[src/rtl/irtx_pkg.sv]
package irtx_pkg;
  typedef enum logic [2:0] {
    ST_IDLE,
    ST_START,
    ST_DATA,
    ST_STOP,
    ST_BRK,
    ST_BRK_MARK
  } tx_state_e;
endpackage

[src/rtl/irtx_seq.sv]
module irtx_seq
  import irtx_pkg::*;
#(
  parameter int OVERSAMPLE = 16,
  parameter int DATA_MAX   = 9,
  parameter int BRK_BASE   = 10,
  parameter int BRK_EXTRA  = 3,
  localparam int PH_W  = $clog2(OVERSAMPLE),
  localparam int BIT_W = $clog2(BRK_BASE + BRK_EXTRA + 2)
) (
  input  logic                clk,
  input  logic                rst_n,
  input  logic                tick,
  input  logic                in_valid,
  input  logic [DATA_MAX-1:0] in_data,
  output logic                in_ready,
  input  logic                brk_req,
  input  logic                cfg_nine,
  input  logic                cfg_longbrk,
  output logic                raw_bit,
  output logic [PH_W-1:0]     phase,
  output logic                busy
);
  localparam int CHK_W = $clog2(OVERSAMPLE * (BRK_BASE + BRK_EXTRA + 1) + 1);

  tx_state_e           state_q, state_d;
  logic [PH_W-1:0]     phase_q, phase_d;
  logic [BIT_W-1:0]    bit_q, bit_d;
  logic [BIT_W-1:0]    brklen_q, brklen_d;
  logic [DATA_MAX-1:0] shift_q, shift_d;
  logic                nine_q, nine_d;
  logic                last_tick;
  logic [BIT_W-1:0]    last_data;
  logic [BIT_W-1:0]    brk_sel;

  assign last_tick = tick && (phase_q == PH_W'(OVERSAMPLE - 1));
  assign last_data = nine_q ? BIT_W'(DATA_MAX - 1) : BIT_W'(DATA_MAX - 2);
  assign brk_sel   = BIT_W'(BRK_BASE + (cfg_nine ? 1 : 0) + (cfg_longbrk ? BRK_EXTRA : 0));

  always_comb begin
    state_d  = state_q;
    phase_d  = phase_q;
    bit_d    = bit_q;
    brklen_d = brklen_q;
    shift_d  = shift_q;
    nine_d   = nine_q;
    if (state_q != ST_IDLE && tick) begin
      phase_d = last_tick ? '0 : phase_q + 1'b1;
    end
    case (state_q)
      ST_IDLE: begin
        if (brk_req) begin
          state_d  = ST_BRK;
          phase_d  = '0;
          bit_d    = '0;
          brklen_d = brk_sel;
        end else if (in_valid) begin
          state_d = ST_START;
          phase_d = '0;
          shift_d = in_data;
          nine_d  = cfg_nine;
        end
      end
      ST_START: begin
        if (last_tick) begin
          state_d = ST_DATA;
          bit_d   = '0;
        end
      end
      ST_DATA: begin
        if (last_tick) begin
          shift_d = shift_q >> 1;
          if (bit_q == last_data) state_d = ST_STOP;
          else bit_d = bit_q + 1'b1;
        end
      end
      ST_STOP: begin
        if (last_tick) state_d = ST_IDLE;
      end
      ST_BRK: begin
        if (last_tick) begin
          if (bit_q == brklen_q - 1'b1) state_d = ST_BRK_MARK;
          else bit_d = bit_q + 1'b1;
        end
      end
      ST_BRK_MARK: begin
        if (last_tick) state_d = ST_IDLE;
      end
      default: state_d = ST_IDLE;
    endcase
  end

  always_ff @(posedge clk or negedge rst_n) begin
    if (!rst_n) begin
      state_q  <= ST_IDLE;
      phase_q  <= '0;
      bit_q    <= '0;
      brklen_q <= '0;
      shift_q  <= '0;
      nine_q   <= 1'b0;
    end else begin
      state_q  <= state_d;
      phase_q  <= phase_d;
      bit_q    <= bit_d;
      brklen_q <= brklen_d;
      shift_q  <= shift_d;
      nine_q   <= nine_d;
    end
  end

  always_comb begin
    case (state_q)
      ST_START, ST_BRK: raw_bit = 1'b0;
      ST_DATA:          raw_bit = shift_q[0];
      default:          raw_bit = 1'b1;
    endcase
  end

  assign phase    = phase_q;
  assign busy     = (state_q != ST_IDLE);
  assign in_ready = (state_q == ST_IDLE) && !brk_req;

  // Checker: ticks spent in the break run
  logic [CHK_W-1:0] chk_ticks;
  always_ff @(posedge clk or negedge rst_n) begin
    if (!rst_n) chk_ticks <= '0;
    else if (state_q != ST_BRK) chk_ticks <= '0;
    else if (tick) chk_ticks <= chk_ticks + 1'b1;
  end

  p_phase_hold_r1: assert property (@(posedge clk) disable iff (!rst_n)
    (state_q != ST_IDLE && !tick) |=> (phase_q == $past(phase_q)));

  p_brk_len_r5: assert property (@(posedge clk) disable iff (!rst_n)
    $rose(state_q == ST_BRK_MARK) |->
      ((int'($past(chk_ticks)) + 1) == OVERSAMPLE * int'($past(brklen_q))));

  p_no_brk_mid_r7: assert property (@(posedge clk) disable iff (!rst_n)
    (state_q == ST_START || state_q == ST_DATA) |=> (state_q != ST_BRK));

  p_brk_first_r8: assert property (@(posedge clk) disable iff (!rst_n)
    (state_q == ST_IDLE && brk_req) |=> (state_q == ST_BRK));

  p_accept_busy_r9: assert property (@(posedge clk) disable iff (!rst_n)
    (in_valid && in_ready) |=> busy);
endmodule

[src/rtl/irtx_enc.sv]
module irtx_enc #(
  parameter int OVERSAMPLE  = 16,
  parameter int PULSE_FIRST = 7,
  parameter int PULSE_LAST  = 9,
  localparam int PH_W = $clog2(OVERSAMPLE)
) (
  input  logic            clk,
  input  logic            rst_n,
  input  logic            raw_bit,
  input  logic [PH_W-1:0] phase,
  input  logic            cfg_irda,
  input  logic            cfg_invert,
  output logic            tx_o
);
  logic in_window;
  logic level_d;
  logic tx_q;

  assign in_window = (phase >= PH_W'(PULSE_FIRST)) && (phase <= PH_W'(PULSE_LAST));

  always_comb begin
    if (cfg_irda) level_d = (!raw_bit && in_window) ^ cfg_invert;
    else          level_d = raw_bit ^ cfg_invert;
  end

  always_ff @(posedge clk or negedge rst_n) begin
    if (!rst_n) tx_q <= 1'b1;
    else        tx_q <= level_d;
  end

  assign tx_o = tx_q;

  p_ir_quiet_r4: assert property (@(posedge clk) disable iff (!rst_n)
    (cfg_irda && !in_window) |=> (tx_q == $past(cfg_invert)));

  p_ir_mark_r4: assert property (@(posedge clk) disable iff (!rst_n)
    (cfg_irda && raw_bit) |=> (tx_q == $past(cfg_invert)));
endmodule

[src/rtl/irtx_pin.sv]
module irtx_pin (
  input  logic cfg_onewire,
  input  logic cfg_drive,
  output logic tx_oe
);
  assign tx_oe = cfg_onewire ? cfg_drive : 1'b1;
endmodule

[src/rtl/irtx_uart.sv]
module irtx_uart #(
  parameter int OVERSAMPLE = 16,
  parameter int DATA_MAX   = 9,
  parameter int BRK_BASE   = 10,
  parameter int BRK_EXTRA  = 3
) (
  input  logic                clk,
  input  logic                rst_n,
  input  logic                tick16,
  input  logic                in_valid,
  input  logic [DATA_MAX-1:0] in_data,
  output logic                in_ready,
  input  logic                brk_req,
  input  logic                cfg_invert,
  input  logic                cfg_irda,
  input  logic                cfg_nine,
  input  logic                cfg_longbrk,
  input  logic                cfg_onewire,
  input  logic                cfg_drive,
  output logic                tx_o,
  output logic                tx_oe,
  output logic                busy
);
  localparam int PH_W = $clog2(OVERSAMPLE);

  logic [1:0]      rst_sync;
  logic            rst_n_s;
  logic            raw_bit;
  logic [PH_W-1:0] phase;

  always_ff @(posedge clk or negedge rst_n) begin
    if (!rst_n) rst_sync <= 2'b00;
    else        rst_sync <= {rst_sync[0], 1'b1};
  end
  assign rst_n_s = rst_sync[1];

  irtx_seq #(
    .OVERSAMPLE(OVERSAMPLE), .DATA_MAX(DATA_MAX),
    .BRK_BASE(BRK_BASE), .BRK_EXTRA(BRK_EXTRA)
  ) u_seq (
    .clk(clk), .rst_n(rst_n_s), .tick(tick16),
    .in_valid(in_valid), .in_data(in_data), .in_ready(in_ready),
    .brk_req(brk_req), .cfg_nine(cfg_nine), .cfg_longbrk(cfg_longbrk),
    .raw_bit(raw_bit), .phase(phase), .busy(busy)
  );

  irtx_enc #(.OVERSAMPLE(OVERSAMPLE)) u_enc (
    .clk(clk), .rst_n(rst_n_s), .raw_bit(raw_bit), .phase(phase),
    .cfg_irda(cfg_irda), .cfg_invert(cfg_invert), .tx_o(tx_o)
  );

  irtx_pin u_pin (
    .cfg_onewire(cfg_onewire), .cfg_drive(cfg_drive), .tx_oe(tx_oe)
  );
endmodule

[config.mk]
export PLATFORM = sky130hd
export DESIGN_NAME = irtx_uart
export DESIGN_NICKNAME = d
export VERILOG_FILES = /design/src/rtl/irtx_pkg.sv /design/src/rtl/irtx_seq.sv /design/src/rtl/irtx_enc.sv /design/src/rtl/irtx_pin.sv /design/src/rtl/irtx_uart.sv
export SDC_FILE = /design/constraint.sdc
export NUM_CORES = 1
export LEC_CHECK = 0
export BUFFER_PORTS_ARGS = -buffer_cell sky130_fd_sc_hd__buf_2
export CELL_PAD_IN_SITES_DETAIL_PLACEMENT = 0
export CELL_PAD_IN_SITES_GLOBAL_PLACEMENT = 1
export CORE_ASPECT_RATIO = 0.75
export CORE_MARGIN = 3
export CORE_UTILIZATION = 39
export DETAILED_ROUTE_END_ITERATION = 10
export PLACE_DENSITY_LB_ADDON = 0.1
export SETUP_SLACK_MARGIN = 0.05
export SKIP_CTS_REPAIR_TIMING = 1
export SLEW_MARGIN = 10
export SYNTH_ARGS = -nofsm -noshare
export SYNTH_HDL_FRONTEND = slang
export SYNTH_SLANG_ARGS = --single-unit
[constraint.sdc]
create_clock -name clk -period 0.96 [get_ports clk]
set_input_delay 0 -clock clk [delete_from_list [all_inputs] [get_ports clk]]
set_output_delay 0 -clock clk [all_outputs]
set_load 0.005 [all_outputs]
# Word level (Yosys, flattened, before mapping)
# Cells that the tools add are included.
[totals]
regBits = 28
latch_bits = 0
ram_bits = 0
mem_bits_ro = 0
input_bits = 20
output_inout_bits = 4
elab_cells = 87
memories = 0
[op_classes]
add_sub_neg = 5
multipliers = 0
n_div = 0
magnitude_cmp = 2
n_eq_ne = 20
shifts = 0
n_mux = 31
n_bitwise = 3
n_reduce_logical = 18
[ops]
columns = ["operator", "n"]
rows = [
  ["4-bit two-way mux", 12],
  ["9-bit two-way mux", 3],
  ["3-bit two-way mux", 8],
  ["9-bit case mux with 2 select lines", 1],
  ["4-bit case mux with 4 select lines", 1],
  ["3-bit case mux with 5 select lines", 1],
  ["7-bit AND reduction", 2],
  ["2-bit by 1-bit != test with 1-bit output, second input constant", 6],
  ["2-bit != test, second input constant", 5],
  ["4-bit by 1-bit adder with 4-bit output, second input constant", 2],
  ["4-bit == test", 2],
  ["3-bit by 2-bit == test with 1-bit output, second input constant", 2],
  ["3-bit == test, second input constant", 2],
  ["1-bit logical AND", 5],
  ["4-bit adder", 1],
  ["4-bit adder, first input constant", 1],
  ["4-bit == test, second input constant", 1],
  ["4-bit by 3-bit greater-or-equal comparator with 1-bit output, second input constant", 1],
  ["4-bit less-or-equal comparator, second input constant", 1],
  ["4-bit AND reduction", 1],
  ["4-bit nonzero test", 1],
  ["2-bit OR reduction", 2],
  ["4-bit by 1-bit subtractor with 4-bit output, second input constant", 1],
  ["3-bit by 1-bit == test with 1-bit output, second input constant", 1],
  ["12 further kinds", 16],
]

# Longest topological paths before layout
# Gate-level depths: netlist of the first run.
[logic_depth]
depth_word = 7
depth_mapped = 8
mapped_depth_nobuf = 7

# Modules after synthesis
# A second synthesis of the first run with hierarchy kept.
[unflattened]
hier_cells = 173
hier_area_um2 = 1691.6
[by_module_without_submodules]
columns = ["mod", "instances", "cells_each", "area_per_inst_um2", "seq_area_each_um2"]
rows = [
  ["irtx_seq", 1, 158, 1527.7, 625.6],
  ["irtx_enc", 1, 11, 103.8, 26.3],
  ["irtx_uart", 1, 3, 53.8, 50.0],
  ["irtx_pin", 1, 1, 6.3, 0.0],
]

# Worst setup path before layout of the first run
# Ideal clock, no wire load.
[synth_path]
kind = "register to register"
startpoint = "register u_seq.phase_q[0] (netlist: u_seq.phase[0])"
endpoint = "register u_seq.bit_q[0]"
setup_time_ps = 125
t_arrival_ps = 1743
required_ps = 835
setup_slack_ps = -908
stages_incl_launch_ff = 7
n_path_buf = 0
period_less_slack_ps = 1868
cell_sequence = "dfrtp_1 > ha_1 > and4_4 > nand2_1 > a211o_1 > a21o_2 > mux2_2"
[synth_via]
elab_chain_len = 4
elab_cells_between_ends = 6
cone_classes = "eq/ne: 4; reduce/logical: 2"
[synth_lines]
columns = ["element", "line", "text"]
rows = [
  ["start, declared", "irtx_seq.sv:27", "logic [PH_W-1:0] phase_q, phase_d;"],
  ["start signal, assigned", "irtx_seq.sv:103", "phase_q <= phase_d;"],
  ["4-bit == test *", "irtx_seq.sv:36", "assign last_tick = tick && (phase_q == PH_W'(OVERSAMPLE - 1));"],
  ["1-bit logical AND *", "irtx_seq.sv:36", ""],
  ["2-bit by 1-bit != test with 1-bit output (no source line)", "--", ""],
  ["7-bit AND reduction (no source line) *", "--", ""],
  ["end signal, assigned", "irtx_seq.sv:104", "bit_q <= bit_d;"],
  ["end, declared", "irtx_seq.sv:28", "logic [BIT_W-1:0] bit_q, bit_d;"],
]
# Every way passes the cells marked *; elsewhere a longest branch is shown, timed or not.
# A chain may end at the register's enable or synchronous reset.

# Worst setup path in the final report of the first run
[layout_path]
startpoint = "register u_seq.brklen_q[1]"
endpoint = "register u_seq.bit_q[0]"
[layout_via]
elab_chain_len = 4
[layout_lines]
columns = ["element", "line", "text"]
rows = [
  ["start, declared", "irtx_seq.sv:29", "logic [BIT_W-1:0] brklen_q, brklen_d;"],
  ["start signal, assigned", "irtx_seq.sv:105", "brklen_q <= brklen_d;"],
  ["4-bit by 1-bit subtractor with 4-bit output", "irtx_seq.sv:82", "if (bit_q == brklen_q - 1'b1) state_d = ST_BRK_MARK;"],
  ["4-bit == test", "irtx_seq.sv:82", ""],
  ["2-bit != test (no source line)", "--", ""],
  ["7-bit AND reduction (no source line)", "--", ""],
]
# Every way passes these cells.

==> results.md, run 1 <==
- CP Max Fanout: 5
- Routed WL: 4490 µm
- Syn Inst Count: 168
- Chip height: 62.1 µm
- Pins Over Slew Limit: 0
- # nets final: 267
- Overall Global Routing Usage: 15.9%
- Async SR Flop Fraction: 100%
- Psw: 1.90 mW
- First-pass detailed-route iteration total: 4
- R2R Setup Slk: -0.80 ns
- YS warnings: 0
- Worst Setup EP: u_seq.bit_q[0]
- Syn_area_per_cell: 9.73 µm²
- Fmax: 568 MHz
- DRC violations left: 0
- P_leak: 1.16 nW
- CP Launch Type: flop
- Die X-Extent: 80.7 µm
- GR Overflow Total: 0
- RSZ-0062 raised after global routing: yes
- Reg-to-Reg End: u_seq.bit_q[0]
- Clock Path Buffers: 2
- ANT nets after route: 0
- Clock transition at path regs: 0.10 ns
- Most common cell after layout, fill and taps aside: buf_4
- EDFF count, synth: 0
- #FFs+latches synth: 28
- Clk_lat worst skew: 0.28 ns
- Final setup fails: 28
- Avg WL per Cell: 15.4 µm
- Top_reg_cell synth: dfrtp_1
- Clock root buffer master: clkbuf_8
- Outcome: finished with violations
- Tcrit/Tclk final: 183%
- Largest cells by area after synthesis: dfrtp_1, mux2i_1, ha_1
- First-pass GRT wire length: 6090 µm
- CP Data Arrival Time: 1.94 ns
- Worst Reg2Reg Path Length in Cells: 7
- FF/Latch Area: 703 µm²
- I/O pins: 24
- Seq/Total Area, Yosys: 43.0%
- Final setup margin: -0.801 ns
- Die Area: 5010 µm²
- Clk network pwr share: 17.6%
- Initial Utilization: 42.4%
- Min Hold Slack: -0.0146 ns
- Largest net degree at the start of global routing: 27
- Via/cell ratio: 5.19
- Port buffer count: 23
- CTS buffer count: 3
- Antenna cell count: 0
- Min Tclk post-route: 1.76 ns
- Vias in the first global route: 1377
- Antenna violations before repair: 0
- Core Util, Final: 67.0%
- Cell Rows: 19
- Area delta synth->final: 57.8%
- Failing checks: hold timing, setup timing
- Routability Congestion: 0.854
- Worst-path cell chain: inv_2, ha_4, xnor2_4, nor4_2, and3_4, nor2_2, mux2_2
- 1st-iter DRT viols: 120
- CP Launch Point: u_seq.brklen_q[1]
- Syn_nets: 195
- Final hold vios: 5
- Setup Skew: 0.00677 ns
- Fillers: 314
- Post-synth top area share: 41.3%
- VDD IR max: 1.23 mV
- CP Capture Type: flop
- Mapped Area: 1630 µm²
- Worst path slowest cell: dfrtp_1
- CTS Sinks: 28
- Core region area: 3850 µm²
- Comb pwr share: 46.5%
- Pwr dens: 2110 nW/µm²
- Post-synthesis cell type count: 46
- HPWL Detailed: 2830 µm
- H-Tree Depth: 1
- Commonest non-fill, non-tap cells in the layout: buf_4, dfrtp_1, buf_2
- Hold Path Class: in2reg
- Synth area leader: dfrtp_1
- CTS tree: built
- Worst EP required: 1.14 ns
- Part of the power in registers: 35.9%
- Share of post-route cells with drive strength above 1: 53.6%
- Area of the multi-input gates: 1140 µm²
- Routed vias: 1510
- Sw frac: 34.9%
- CP Class: reg2reg
- Int Pwr: 3.54 mW
- Reg-to-reg startpoint: u_seq.brklen_q[1]
- Maxcap violations: 0
- CP peak stage delay: 0.40 ns
==> cells by family after synthesis <==
group	share of synthesized area [%]
flip-flops	43.0
AO/OA/AOI/OAI	14.1
multiplexers	7.50
buffers and inverters	4.59
XOR/XNOR	5.36
other	0.229
adder cells (fa/ha/maj)	5.36
AND/OR/NAND/NOR	19.9
==> metal layers <==
metal	GRT usage, %	part of all wire, %
met5	0	0
met4	4.34	0.49
met3	3.46	3.5
met2	25.8	48
met1	22.0	48
==> worst max-delay path, delay by kind of cell, from the launching register on <==
family	cells	cell delay (ns)
simple gates	3	0.60
mux	1	0.25
flops	1	0.40
buf+inv	1	0.08
fa+ha+maj	1	0.22
xor+xnor	1	0.13
==> synthesized netlist by cell type (all sizes together) (2+ instances only) <==
master and instances:
mux2 2, a31oi 2, a22o 2, xnor2 6, a21o 2, or4 2, nand2 17, nand3 5
buf 7, nor3 4, nand2b 4, inv 6, xor2 4, a21oi 8, and3 2, nor3b 6
dfrtp 27, nor2b 2, o21ai 13, mux2i 10, or3 2, nor2 12, ha 7, a21boi 2
==> registers in the layout (all words and copies together) (netlist names) <==
signal          cells
u_seq.nine_q        1
u_seq.bit_q         4
rst_sync            2
u_seq.phase         4
u_enc.tx_o          1
u_seq.state_q       3
u_seq.brklen_q      4
u_seq.shift_q       9
==> how the worst min path moves through the flow <==
stage,startpoint,end,slack [ns],depth (start not counted)
3_5_place_dp,rst_n,rst_sync[0],-0.21,1
5_1_grt,cfg_nine,u_seq.nine_q,0.004,2
6_report,in_data[5],u_seq.shift_q[5],-0.01,3
4_1_cts,rst_n,rst_sync[0],-0.52,1
3_3_place_gp,rst_n,rst_sync[0],-0.22,1
2_1_floorplan,rst_n,rst_sync[0],-0.30,0
==> power groups by stage <==
stage	clock (mW)	sequential (mW)	combinational [mW]
after floorplan	0	1.90	1.14
after global placement	0	1.90	1.89
after detailed placement	0	1.93	1.96
after CTS	0.978	1.90	1.96
after global routing	1.00	2.00	2.76
final	0.957	1.95	2.52
==> through the flow <==
stage	area, µm²	TNS, ns	setup WS [ns]	cells	total power, mW
after floorplan	1720	-13.64	-0.764	168	3.05
after global placement	2110	-15.77	-0.737	272	3.79
after detailed placement	2110	-15.96	-0.771	272	3.88
after CTS	2180	-17.14	-0.790	276	4.85
after global routing	2580	-18.14	-0.889	291	5.76
final	2580	-16.61	-0.801	291	5.43
==> layout make-up <==
| type | instances | share of cell area [%] |
|---|---|---|
| multi-input combinational | 128 | 44.3 |
| sequential | 28 | 27.3 |
| timing repair buffer | 73 | 22.2 |
| tap | 52 | 2.52 |
| clock buffer | 3 | 1.60 |
| clock inverter | 1 | 1.16 |
| inverter | 6 | 0.970 |
(Power assumes the default switching activity.)
==> run 2: changes to the inputs <==
--- a/config.mk
+++ b/config.mk
@@ -7,3 +7,2 @@
 export LEC_CHECK = 0
-export BUFFER_PORTS_ARGS = -buffer_cell sky130_fd_sc_hd__buf_2
 export CELL_PAD_IN_SITES_DETAIL_PLACEMENT = 0
@@ -12,4 +11,6 @@
 export CORE_MARGIN = 3
-export CORE_UTILIZATION = 39
+export CORE_UTILIZATION = 43
 export DETAILED_ROUTE_END_ITERATION = 10
+export DONT_BUFFER_PORTS = 1
+export MAX_ROUTING_LAYER = met4
 export PLACE_DENSITY_LB_ADDON = 0.1
==> constraint.sdc (replaced) <==
create_clock -name clk -period 0.96 [get_ports clk]
set_input_delay 0.048 -clock clk [delete_from_list [all_inputs] [get_ports clk]]
set_output_delay 0.048 -clock clk [all_outputs]
set_load 0.005 [all_outputs]
==> run 2 against run 1 <==
Against the previous run: the run still ends with hold timing, setup timing left; fmax fell by 1.6%; cell count fell by 8.9%; sequential cell count did not move; highest routed layer unchanged.
==> results.md, run 2 (same netlist as run 1, synthesis figures left out) <==
- ANT nets after route: 0
- HPWL Detailed: 2950 µm
- Initial Utilization: 47.1%
- I/O pins: 24
- Routed vias: 1390
- Clock transition at path regs: 0.10 ns
- Largest net degree at the start of global routing: 18
- Fillers: 284
- Routability Congestion: 0.900
- Fin Setup TNS: -15.70 ns
- Maxcap violations: 0
- Clock root buffer master: clkbuf_8
- Setup Skew: 0.00586 ns
- Sw frac: 33.5%
- CTS buffer count: 3
- Antenna cell count: 0
- Overall Global Routing Usage: 17.7%
- Die X-Extent: 77.2 µm
- Final Cell Area: 2320 µm²
- Min Hold Slack: -0.0223 ns
- Share of post-route cells with drive strength above 1: 34.9%
- Routed WL: 3840 µm
- Part of the power in registers: 36.7%
- P_leak: 1.02 nW
- DP Cell Count: 247
- Fmax: 558 MHz
- Final hold vios: 5
- Max FFs per register: 9
- CP Max Fanout: 5
- Avg WL per Cell: 14.5 µm
- Pins Over Slew Limit: 0
- First-pass detailed-route iteration total: 4
- VDD IR max: 1.20 mV
- Commonest non-fill, non-tap cells in the layout: buf_4, dfrtp_1, nand2_1
- Clk network pwr share: 17.8%
- Post-DP Area: 2000 µm²
- Via/cell ratio: 5.25
- Largest Register: u_seq.shift_q
- Clk_lat worst skew: 0.28 ns
- CP Data Arrival Time: 2.00 ns
- Pwr dens: 2280 nW/µm²
- DRC violations left: 0
- Psw: 1.77 mW
- Antenna violations before repair: 0
- Hold path depth: 2
- Cell Rows: 18
- Worst EP required: 1.17 ns
- CP Class: reg2reg
- Die Area: 4580 µm²
- Most common cell after layout, fill and taps aside: buf_4
- R2R Setup Slk: -0.83 ns
- Outcome: finished with violations
- Core region area: 3470 µm²
- 1st-iter DRT viols: 81
- # nets final: 243
- Finished Layout Cells: 265
- Comb pwr share: 45.4%
- Area delta synth->final: 41.9%
- RSZ-0062 raised after global routing: yes
- Failing checks: hold timing, setup timing
- Final setup margin: -0.831 ns
- Clock Path Buffers: 2
- Worst Reg2Reg Path Length in Cells: 7
- First-pass GRT wire length: 6170 µm
- Area of the multi-input gates: 1020 µm²
- CP Capture Type: flop
- CTS tree: built
- H-Tree Depth: 1
- Vias in the first global route: 1299
- CP Launch Type: flop
- Final setup fails: 28
- Tcrit/Tclk final: 187%
- Int Pwr: 3.51 mW
- Port buffer count: 0
- FF/Latch Area: 702 µm²
- Chip height: 59.4 µm
- Hold Path Class: in2reg
- Min Tclk post-route: 1.79 ns
- Total power: 5.28 mW
- CTS Sinks: 28
- GR Overflow Total: 0
-- run 2: changes by cell type in the layout (fill, tap and decap cells not counted), moves of 4 or more --
cell,before,now
buf_2,22,0
dlygate4sd3_1,2,12
buf_6,11,3
o21ai_0,1,7
a21oi_1,3,7
-- run 2: final cells by class --
class / instances / share of cell area (%)
multi-input combinational: 126 / 44.1
sequential: 28 / 30.3
timing repair buffer: 51 / 18.8
tap: 50 / 2.70
clock buffer: 3 / 1.78
clock inverter: 1 / 1.30
inverter: 6 / 0.971
-- run 2: power groups by stage --
stage | Sequential [mW] | Combinational, mW | Clock [mW]
floorplan | 1.90 | 1.14 | 0
global placement | 1.90 | 1.82 | 0
detailed placement | 1.94 | 1.90 | 0
CTS | 1.92 | 1.91 | 0.954
global route | 1.99 | 2.63 | 1.01
finish | 1.94 | 2.40 | 0.942
-- run 2: metrics by stage --
step	hold WS (ns)	utilization, %	worst slack [ns]
4_1_cts	-0.553	59.7	-0.867
6_report	-0.0223	66.8	-0.831
3_3_place_gp	-0.248	57.7	-0.743
5_1_grt	-0.0146	66.8	-0.893
2_1_floorplan	-0.248	-	-0.764
3_5_place_dp	-0.248	57.7	-0.844
-- run 2: final timing paths --
| path | start | end |
|---|---|---|
| worst min-delay path | in_data[4] | u_seq.shift_q[4] |
| min in group asynchronous | rst_sync[1] | u_seq.phase[0] |
| worst min register to register | rst_sync[1] | u_seq.phase[0] |
| worst max-delay path | u_seq.brklen_q[0] | u_seq.bit_q[3] |
| worst max register to register | u_seq.brklen_q[0] | u_seq.bit_q[3] |
| max in group asynchronous | rst_n | rst_sync[0] |
-- run 2: routing by layer --
layer	track usage, %	wire length, µm	vias to the layer above
li1	-	-	686
met2	26.6	1800	32
met1	25.0	1830	668
met5	-	0	-
met4	3.05	34	0
met3	4.10	176	4
-- run 2: worst max-delay path, stage by stage, from the launching register on --
cell and delay (ns):
dfrtp_1 0.41, inv_2 0.07, ha_4 0.21, xnor2_4 0.16, nor4_1 0.07, and3_4 0.20
or4_4 0.43, a21boi_2 0.17
